--- config.mk ---
export PLATFORM = sky130hd
export DESIGN_NAME = mem_err_capture
export DESIGN_NICKNAME = d
export VERILOG_FILES = /design/src/rtl/mecr_pkg.sv /design/src/rtl/mecr_row_slot.sv /design/src/rtl/mecr_addr_capture.sv /design/src/rtl/mem_err_capture.sv
export SDC_FILE = /design/constraint.sdc
export NUM_CORES = 1
export LEC_CHECK = 0
export BUFFER_PORTS_ARGS = -buffer_cell sky130_fd_sc_hd__buf_4
export CAP_MARGIN = 20
export CORE_MARGIN = 2
export CORE_UTILIZATION = 45
export CTS_CLUSTER_DIAMETER = 30
export DETAILED_ROUTE_END_ITERATION = 10
export GPL_TIMING_DRIVEN = 0
export HOLD_SLACK_MARGIN = 0.15
export PLACE_DENSITY_LB_ADDON = 0.05
export SLEW_MARGIN = 25
export SYNTH_ARGS = -nofsm -noshare
export SYNTH_HDL_FRONTEND = slang
export SYNTH_SLANG_ARGS = --single-unit
--- constraint.sdc ---
create_clock -name clk -period 1.7 [get_ports clk]
set_clock_uncertainty 0.1 [all_clocks]
set_input_delay 0.17 -clock clk [delete_from_list [all_inputs] [get_ports clk]]
set_output_delay 0.17 -clock clk [all_outputs]
set_load 0.01 [all_outputs]
--- src/rtl/mecr_pkg.sv ---
package mecr_pkg;
    typedef enum logic {
        CAP_OPEN = 1'b0,
        CAP_HELD = 1'b1
    } cap_state_e;

    typedef enum logic [1:0] {
        IDX_EAP  = 2'd0,
        IDX_STS  = 2'd1,
        IDX_CMD  = 2'd2,
        IDX_NONE = 2'd3
    } reg_idx_e;

    localparam int CLS_SBE = 0;
    localparam int CLS_MBE = 1;
    localparam int NUM_CLS = 2;
endpackage

--- src/rtl/mecr_row_slot.sv ---
module mecr_row_slot
    import mecr_pkg::*;
#(
    parameter int ROW_W = 3
) (
    input  logic             clk,
    input  logic             rst_n,
    input  logic             err_i,
    input  logic             clr_i,
    input  logic [ROW_W-1:0] row_i,
    output logic             held_o,
    output logic [ROW_W-1:0] row_o
);
    cap_state_e        state_q, state_d;
    logic [ROW_W-1:0]  row_q;
    logic              load;

    always_comb begin
        state_d = state_q;
        load    = 1'b0;
        unique case (state_q)
            CAP_OPEN: begin
                if (err_i) begin
                    state_d = CAP_HELD;
                    load    = 1'b1;
                end
            end
            CAP_HELD: begin
                if (clr_i && err_i) begin
                    load = 1'b1;
                end else if (clr_i) begin
                    state_d = CAP_OPEN;
                end
            end
            default: state_d = CAP_OPEN;
        endcase
    end

    always_ff @(posedge clk or negedge rst_n) begin
        if (!rst_n) state_q <= CAP_OPEN;
        else        state_q <= state_d;
    end

    always_ff @(posedge clk or negedge rst_n) begin
        if (!rst_n)    row_q <= '0;
        else if (load) row_q <= row_i;
    end

    assign held_o = (state_q == CAP_HELD);
    assign row_o  = row_q;

    // a held row is frozen unless its flag is cleared in that cycle
    a_r6_row_frozen: assert property (@(posedge clk) disable iff (!rst_n)
        (held_o && !clr_i) |=> ($stable(row_o) && held_o));
    // the flag only drops after a clear request
    a_r5_drop_needs_clear: assert property (@(posedge clk) disable iff (!rst_n)
        $fell(held_o) |-> $past(clr_i));
endmodule

--- src/rtl/mecr_addr_capture.sv ---
module mecr_addr_capture
    import mecr_pkg::*;
#(
    parameter int PAGE_W = 20
) (
    input  logic              clk,
    input  logic              rst_n,
    input  logic              sbe_i,
    input  logic [PAGE_W-1:0] sbe_page_i,
    input  logic              mbe_i,
    input  logic [PAGE_W-1:0] mbe_page_i,
    input  logic              clr_sbe_i,
    input  logic              clr_mbe_i,
    output logic              sbe_flag_o,
    output logic              mbe_flag_o,
    output logic [PAGE_W-1:0] page_o
);
    cap_state_e        s_state_q, s_state_d, m_state_q, m_state_d;
    logic [PAGE_W-1:0] page_q;
    logic              s_take, m_take;

    always_comb begin
        s_state_d = s_state_q;
        s_take    = 1'b0;
        unique case (s_state_q)
            CAP_OPEN: if (sbe_i) begin s_state_d = CAP_HELD; s_take = 1'b1; end
            CAP_HELD: begin
                if (clr_sbe_i && sbe_i) s_take = 1'b1;
                else if (clr_sbe_i)     s_state_d = CAP_OPEN;
            end
            default: s_state_d = CAP_OPEN;
        endcase
    end

    always_comb begin
        m_state_d = m_state_q;
        m_take    = 1'b0;
        unique case (m_state_q)
            CAP_OPEN: if (mbe_i) begin m_state_d = CAP_HELD; m_take = 1'b1; end
            CAP_HELD: begin
                if (clr_mbe_i && mbe_i) m_take = 1'b1;
                else if (clr_mbe_i)     m_state_d = CAP_OPEN;
            end
            default: m_state_d = CAP_OPEN;
        endcase
    end

    always_ff @(posedge clk or negedge rst_n) begin
        if (!rst_n) begin
            s_state_q <= CAP_OPEN;
            m_state_q <= CAP_OPEN;
        end else begin
            s_state_q <= s_state_d;
            m_state_q <= m_state_d;
        end
    end

    always_ff @(posedge clk or negedge rst_n) begin
        if (!rst_n)      page_q <= '0;
        else if (m_take) page_q <= mbe_page_i;
        else if (s_take) page_q <= sbe_page_i;
    end

    assign sbe_flag_o = (s_state_q == CAP_HELD);
    assign mbe_flag_o = (m_state_q == CAP_HELD);
    assign page_o     = page_q;

    // an accepted multi-bit error always supplies the page
    a_r3_mbe_page_wins: assert property (@(posedge clk) disable iff (!rst_n)
        (mbe_i && (!mbe_flag_o || clr_mbe_i)) |=> (mbe_flag_o && page_o == $past(mbe_page_i)));
    // a lone accepted single-bit error loads its page
    a_r2_sbe_capture: assert property (@(posedge clk) disable iff (!rst_n)
        (sbe_i && !mbe_i && (!sbe_flag_o || clr_sbe_i)) |=> (sbe_flag_o && page_o == $past(sbe_page_i)));
    // with both flags held and no clears, the page is frozen
    a_r4_page_frozen: assert property (@(posedge clk) disable iff (!rst_n)
        (sbe_flag_o && mbe_flag_o && !clr_sbe_i && !clr_mbe_i) |=> $stable(page_o));
    // address flags fall only after a clear request
    a_r5_sflag_clear_only: assert property (@(posedge clk) disable iff (!rst_n)
        $fell(sbe_flag_o) |-> $past(clr_sbe_i));
endmodule

--- src/rtl/mem_err_capture.sv ---
module mem_err_capture
    import mecr_pkg::*;
#(
    parameter int ADDR_W   = 32,
    parameter int PAGE_LSB = 12,
    parameter int ROW_W    = 3
) (
    input  logic                     clk,
    input  logic                     rst_n,
    input  logic                     sbe_i,
    input  logic [ADDR_W-PAGE_LSB-1:0] sbe_page_i,
    input  logic [ROW_W-1:0]         sbe_row_i,
    input  logic                     mbe_i,
    input  logic [ADDR_W-PAGE_LSB-1:0] mbe_page_i,
    input  logic [ROW_W-1:0]         mbe_row_i,
    input  logic                     bus_sel_i,
    input  logic                     bus_wr_i,
    input  logic [1:0]               bus_idx_i,
    input  logic [7:0]               bus_wdata_i,
    output logic [ADDR_W-1:0]        bus_rdata_o,
    output logic                     serr_o
);
    localparam int PAGE_W  = ADDR_W - PAGE_LSB;
    localparam int FIELD_W = ROW_W + 1;
    localparam int STS_W   = 16;
    localparam int STS_USE = NUM_CLS * FIELD_W;

    logic wr_eap, wr_sts, wr_cmd;
    logic [NUM_CLS-1:0] ap_flag, sts_flag, sts_clr, err_v;
    logic [ROW_W-1:0]   row_in  [NUM_CLS];
    logic [ROW_W-1:0]   row_out [NUM_CLS];
    logic [PAGE_W-1:0]  page;
    logic [NUM_CLS-1:0] cmd_q;
    logic [STS_USE-1:0] sts_word;

    assign wr_eap = bus_sel_i && bus_wr_i && (bus_idx_i == IDX_EAP);
    assign wr_sts = bus_sel_i && bus_wr_i && (bus_idx_i == IDX_STS);
    assign wr_cmd = bus_sel_i && bus_wr_i && (bus_idx_i == IDX_CMD);

    assign err_v[CLS_SBE]  = sbe_i;
    assign err_v[CLS_MBE]  = mbe_i;
    assign row_in[CLS_SBE] = sbe_row_i;
    assign row_in[CLS_MBE] = mbe_row_i;

    mecr_addr_capture #(.PAGE_W(PAGE_W)) u_addr (
        .clk        (clk),
        .rst_n      (rst_n),
        .sbe_i      (sbe_i),
        .sbe_page_i (sbe_page_i),
        .mbe_i      (mbe_i),
        .mbe_page_i (mbe_page_i),
        .clr_sbe_i  (wr_eap && bus_wdata_i[CLS_SBE]),
        .clr_mbe_i  (wr_eap && bus_wdata_i[CLS_MBE]),
        .sbe_flag_o (ap_flag[CLS_SBE]),
        .mbe_flag_o (ap_flag[CLS_MBE]),
        .page_o     (page)
    );

    for (genvar c = 0; c < NUM_CLS; c++) begin : g_cls
        assign sts_clr[c] = wr_sts && bus_wdata_i[c*FIELD_W];
        mecr_row_slot #(.ROW_W(ROW_W)) u_slot (
            .clk    (clk),
            .rst_n  (rst_n),
            .err_i  (err_v[c]),
            .clr_i  (sts_clr[c]),
            .row_i  (row_in[c]),
            .held_o (sts_flag[c]),
            .row_o  (row_out[c])
        );
        assign sts_word[c*FIELD_W +: FIELD_W] = {row_out[c], sts_flag[c]};
    end

    always_ff @(posedge clk or negedge rst_n) begin
        if (!rst_n)      cmd_q <= '0;
        else if (wr_cmd) cmd_q <= bus_wdata_i[NUM_CLS-1:0];
    end

    always_comb begin
        bus_rdata_o = '0;
        unique case (bus_idx_i)
            IDX_EAP:  bus_rdata_o = {page, {(PAGE_LSB-NUM_CLS){1'b0}}, ap_flag};
            IDX_STS:  bus_rdata_o[STS_W-1:0] = {{(STS_W-STS_USE){1'b0}}, sts_word};
            IDX_CMD:  bus_rdata_o[NUM_CLS-1:0] = cmd_q;
            IDX_NONE: bus_rdata_o = '0;
            default:  bus_rdata_o = '0;
        endcase
    end

    assign serr_o = |(sts_flag & cmd_q);

    // the system-error output never rises without some enable set
    a_r7_serr_needs_enable: assert property (@(posedge clk) disable iff (!rst_n)
        serr_o |-> (cmd_q != '0));
    // right after reset release nothing is flagged
    a_r1_quiet_after_reset: assert property (@(posedge clk)
        $rose(rst_n) |-> (ap_flag == '0 && sts_flag == '0));
endmodule

# --- After elaboration in Yosys (flattened, before gate mapping) ---
# Cells that the tools add are included.
op_classes:
  n_eq_ne: 3
  mux: 27
  n_bitwise: 5
  reduce_logical: 15
ops:
  columns: ["operator", "n"]
  rows:
  - ["$mux W20", 2]
  - ["$pmux W14 S2", 1]
  - ["$mux W16", 1]
  - ["$pmux W1 S2", 8]
  - ["$mux W1", 14]
  - ["$logic_and A1 B1 Y1", 12]
  - ["$pmux W2 S4", 1]
  - ["$eq A2 B2 Y1 const B", 2]
  - ["$not A1 Y1", 4]
  - ["$and A2 B2 Y2", 1]
  - ["$eq A2 B1 Y1 const B", 1]
  - ["$logic_not A2 Y1", 1]
  - ["$reduce_bool A2 Y1", 1]
  - ["$reduce_or A2 Y1", 1]
totals:
  ff_bits: 32
  output_inout_bits: 33

# --- Depth between registers and ports, before layout ---
logic_depth:
  word_depth: 8
  mapped_depth: 6

# --- Cells and area by module ---
# From an unflattened synthesis, not the netlist that was laid out.
hier_totals:
  hier_cells: 174
  hier_area_um2: 2127.0
by_module_without_submodules:
  columns: ["mod", "n_inst", "cells_each", "area_per_inst_um2"]
  rows:
  - ["mecr_addr_capture", 1, 103, 1393.8]
  - ["mem_err_capture", 1, 51, 377.9]
  - ["mecr_row_slot", 2, 10, 177.7]

# --- Worst setup path before layout ---
# Ideal clock, no wire load.
synth_path:
  path_type: "input -> register"
  startpoint: "in bus_idx_i[1]"
  endpoint: "reg u_addr.page_q[8] (netlist: u_addr.page_o[8])"
  setup_ps: 140
  arrival_ps: 1207
  required_time_ps: 1460
  slack_ps: 253
  path_stages: 6
  n_path_buf: 2
  cell_sequence: "buf_6 -> or2_4 -> o32a_1 -> buf_2 -> nor2_1 -> a31oi_1"
synth_via:
  elab_chain_len: 7
  word_cells_on_any_way: 12
  classes_between: "mux (5); reduce/logical (7)"
synth_lines:
  columns: ["item", "line", "rtl"]
  rows:
  - ["start, declared", "mem_err_capture.sv:18", "input logic [1:0] bus_idx_i,"]
  - ["$logic_not A2 Y1 (*)", "mem_err_capture.sv:36", "assign wr_eap = bus_sel_i && bus_wr_i && (bus_idx_i == IDX_EAP);"]
  - ["$logic_and A1 B1 Y1 (*)", "mem_err_capture.sv:36", null]
  - ["$logic_and A1 B1 Y1 (on tied branches)", "mem_err_capture.sv:53, mem_err_capture.sv:52", null]
  - ["$logic_and A1 B1 Y1 (on tied branches)", "mecr_addr_capture.sv:41, mecr_addr_capture.sv:28", null]
  - ["$mux W1 (on tied branches)", "mecr_addr_capture.sv:41, mecr_addr_capture.sv:28", null]
  - ["$pmux W1 S2 (on tied branches)", "mecr_addr_capture.sv:38, mecr_addr_capture.sv:25", null]
  - ["$mux W20 or $reduce_bool A2 Y1 (tied branches)", null, null]
  - ["end signal, assigned", "mecr_addr_capture.sv:60", "else if (m_take) page_q <= mbe_page_i;"]
  - ["end signal, assigned", "mecr_addr_capture.sv:61", "else if (s_take) page_q <= sbe_page_i;"]
  - ["end, declared", "mecr_addr_capture.sv:19", "logic [PAGE_W-1:0] page_q;"]
# Mark *: on every way between the ends. The rest lies on a longest branch, timed or not.
# A chain may end at the register's enable or synchronous reset.

# --- Worst setup path after layout ---
layout_path:
  startpoint: "in bus_wdata_i[0]"
  endpoint: "reg u_addr.page_q[0] (netlist: u_addr.page_o[0])"
layout_via:
  elab_chain_len: 5
layout_lines:
  columns: ["item", "line", "rtl"]
  rows:
  - ["start, declared", "mem_err_capture.sv:19", "input logic [7:0] bus_wdata_i,"]
  - ["$logic_and A1 B1 Y1", "mem_err_capture.sv:52", ".clr_sbe_i (wr_eap && bus_wdata_i[CLS_SBE]),"]
  - ["$logic_and A1 B1 Y1", "mecr_addr_capture.sv:28", "if (clr_sbe_i && sbe_i) s_take = 1'b1;"]
  - ["$mux W1", "mecr_addr_capture.sv:28", null]
  - ["$pmux W1 S2", "mecr_addr_capture.sv:25", "unique case (s_state_q)"]
  - ["$reduce_bool A2 Y1 (no source line)", null, null]
# Every way passes these cells.

==> results.ini <==
[sta]
setup_viol = 0
max_freq_mhz = 625
maxSlewViolCount = 0
fin_crit_sh = 0.941
finalCriticalPeriod_ns = 1.60
worst_slew_pin_slew_ns = 0.502
finalHoldViolCount = 0
tns_ns = 0
fin_ws_ns = 0.100
maxSlewHeadroom = 0.664
rsz0062_at_grt = yes
fin_hold_ws_ns = 0.168

[synthesis]
synth.top_cell.area_share = 0.432
async_flop_share = 1.00
netlist_top_cells_count = dfrtp_1 (32), and2_1 (26), nor2_1 (21)
ys_seq_area_frac = 0.432
ys.flop_type = dfrtp_1
ys_types = 25
synth-edff-count = 0
synth.ff_latch_count = 32
ys_warn_count = 0
postSynthAreaPerCell_um2 = 9.18
synth.largest_area_cell = dfrtp_1
synth.most_common_cell = dfrtp_1
synth_area_leaders = dfrtp_1 (43%), o311ai_0 (9.4%), and2_1 (8.8%)
synth_area_um2 = 1850
netlist_instances = 202

[grt]
antenna_found_initial = 0
grt_remaining_overflow = 0
grt_first_pass_wirelength_um = 9090
grt_max_degree = 33
grt_pass1_vias = 2037
grt_use_total = 0.265

[pwr]
power_density_nw_per_um2 = 787
p_leak_nw = 1.41
peakVddDrop_mv = 0.509
power_mw = 2.49

[placement]
placed_area_um2 = 2550
gp_congestion = 0.756
io_buffers = 83
dpl_worst_slack_ns = 0.114
place_hpwl_um = 3670
dp.cells = 338

[route]
routedWlPerCell_um = 14.8
wl_met2_um = 3050
drtPass1Iterations = 4
vias = 2094
routed_via_density = 5.27
wl_met1_um = 2290
ant_nets = 0
drc_errors = 0
topRoutingLayerUsed = met4
wl_met3_um = 452
drtIter0Drc = 120
wirelength_um = 5870

[finish]
final_util = 0.798
regArea_um2 = 801
multi_input_area_um2 = 920
drive_gt1_frac = 0.317
final_net_count = 409
n_antenna_cell = 0
fillers = 286
syn_to_final_growth_pct = 70.9
design_area_um2 = 3170
layout.cells.non_filler = 397

[clocking]
clockBufferDepth = 2
cts_made_buffers = 5
root_buffer = clkbuf_8
cts.sinks = 32
h-tree-depth = 2
cts_tree = yes
clk_latency_ns = 0.28
clkTransAtPathRegs_ns = 0.06
post_cts_buffers = 0

[worst_setup_path]
path_cells = dlygate4sd3_1 > buf_4 > inv_1 > o31ai_4 > buf_4 > nand3_1 > a31oi_1
rr_worst_depth = 4
r2r-end = u_addr.page_o[0]
critPathKind = in2reg
worstPathMaxFanout = 10
r2r-start = u_addr.sbe_flag_o
arrival_ns = 1.69
required_ns = 1.80
cp-startpoint = bus_wdata_i[0]
crit_path_top_delay_cell = dlygate4sd3_1
path_common_cell = buf_4
crit_path_start_kind = input port
reg2reg_slack_ns = 0.20
cp-end-kind = flip-flop
cp_slowest_stage_delay_ns = 0.53

[worst_hold_path]
hp-class = in2reg
min_to = cmd_q[0]
holdCritStartpoint = bus_idx_i[1]
hold_depth = 3

[floorplan]
core_um2 = 3970
io_pins = 95
dieArea_um2 = 4650
die_w_um = 68.2
num_rows = 23
start_util = 0.467
die_h_um = 68.2

[status]
status = complete, no violations

[job]
drv.max_cap_violation_count = 0

-- critical path: cells and delay by family --
kind	cells	cell delay (ns)
buffers and inverters	4	0.93
AOI/OAI and AO/OA	2	0.51
and+or+nand+nor	1	0.08
-- how the worst max path moves through the flow --
stage	endpoint	slack, ns	cells after the start
finish	u_addr.page_o[0]	0.10	7
global route	u_addr.page_o[0]	-0.02	7
CTS	u_addr.page_o[16]	0.12	7
detailed placement	u_addr.page_o[6]	0.11	6
global placement	u_addr.page_o[6]	0.12	6
floorplan	u_addr.page_o[8]	0.25	6
-- area by class of cell --
class | instances | area share
Multi-Input combinational cell | 146 | 0.290
Inverter | 3 | 0.00355
Buffer | 24 | 0.0423
Clock buffer | 7 | 0.0304
Timing Repair Buffer | 135 | 0.361
Sequential cell | 32 | 0.253
Tap cell | 50 | 0.0197
-- per-layer routing --
metal | track usage | vias to the layer above
li1 | - | 1020
met1 | 0.319 | 970
met2 | 0.464 | 93
met3 | 0.0674 | 11
met4 | 0.0775 | 0
met5 | 0 | -
-- timing repair --
item	4_1_cts	5_1_grt
resized for setup	0	1
endpoints found under the hold margin	62	0
endpoints found under the setup margin	0	5
hold buffers	52	0
-- report_power, final --
| part | total (mW) | switching (mW) | leakage (nW) | internal [mW] |
|---|---|---|---|---|
| combinational | 0.795 | 0.328 | 0.993 | 0.467 |
| sequential | 1.07 | 0.0922 | 0.364 | 0.976 |
| clock | 0.630 | 0.270 | 0.0503 | 0.360 |
-- layout by cell type, fill, tap and decap left out --
cell	count
buf_4	90
dlygate4sd3_1	52
dfrtp_1	32
and2_1	26
nor2_1	21
nand3_1	20
a31oi_1	20
o311ai_0	19
clkbuf_1	13
nand2_1	9
mux2_2	7
clkbuf_8	7
o21ai_0	5
conb_1	4
inv_1	3
nand2b_1	3
buf_6	2
mux2i_1	2
nand4b_1	2
buf_2	2
nor2b_1	1
a22o_1	1
nand4_1	1
a21o_1	1
or2_4	1
o31ai_4	1
o32a_1	1
o311ai_1	1
-- state kept, by name, indices dropped and copies added (netlist names) --
signal / count
cmd_q: 2
u_addr.mbe_flag_o: 1
g_cls.u_slot.row_o: 6
g_cls.u_slot.held_o: 2
u_addr.page_o: 20
u_addr.sbe_flag_o: 1
-- cells by family (layout without fill, tap and decap cells) --
group | count (synthesis) | in the layout | share of synthesized area
compound gates | 49 | 49 | 0.201
buf+inv | 27 | 169 | 0.0783
flops | 32 | 32 | 0.432
mux | 9 | 9 | 0.0533
other cells | 1 | 4 | 0.00202
simple gates | 84 | 84 | 0.233
Power figures use the tool's default switching activity.
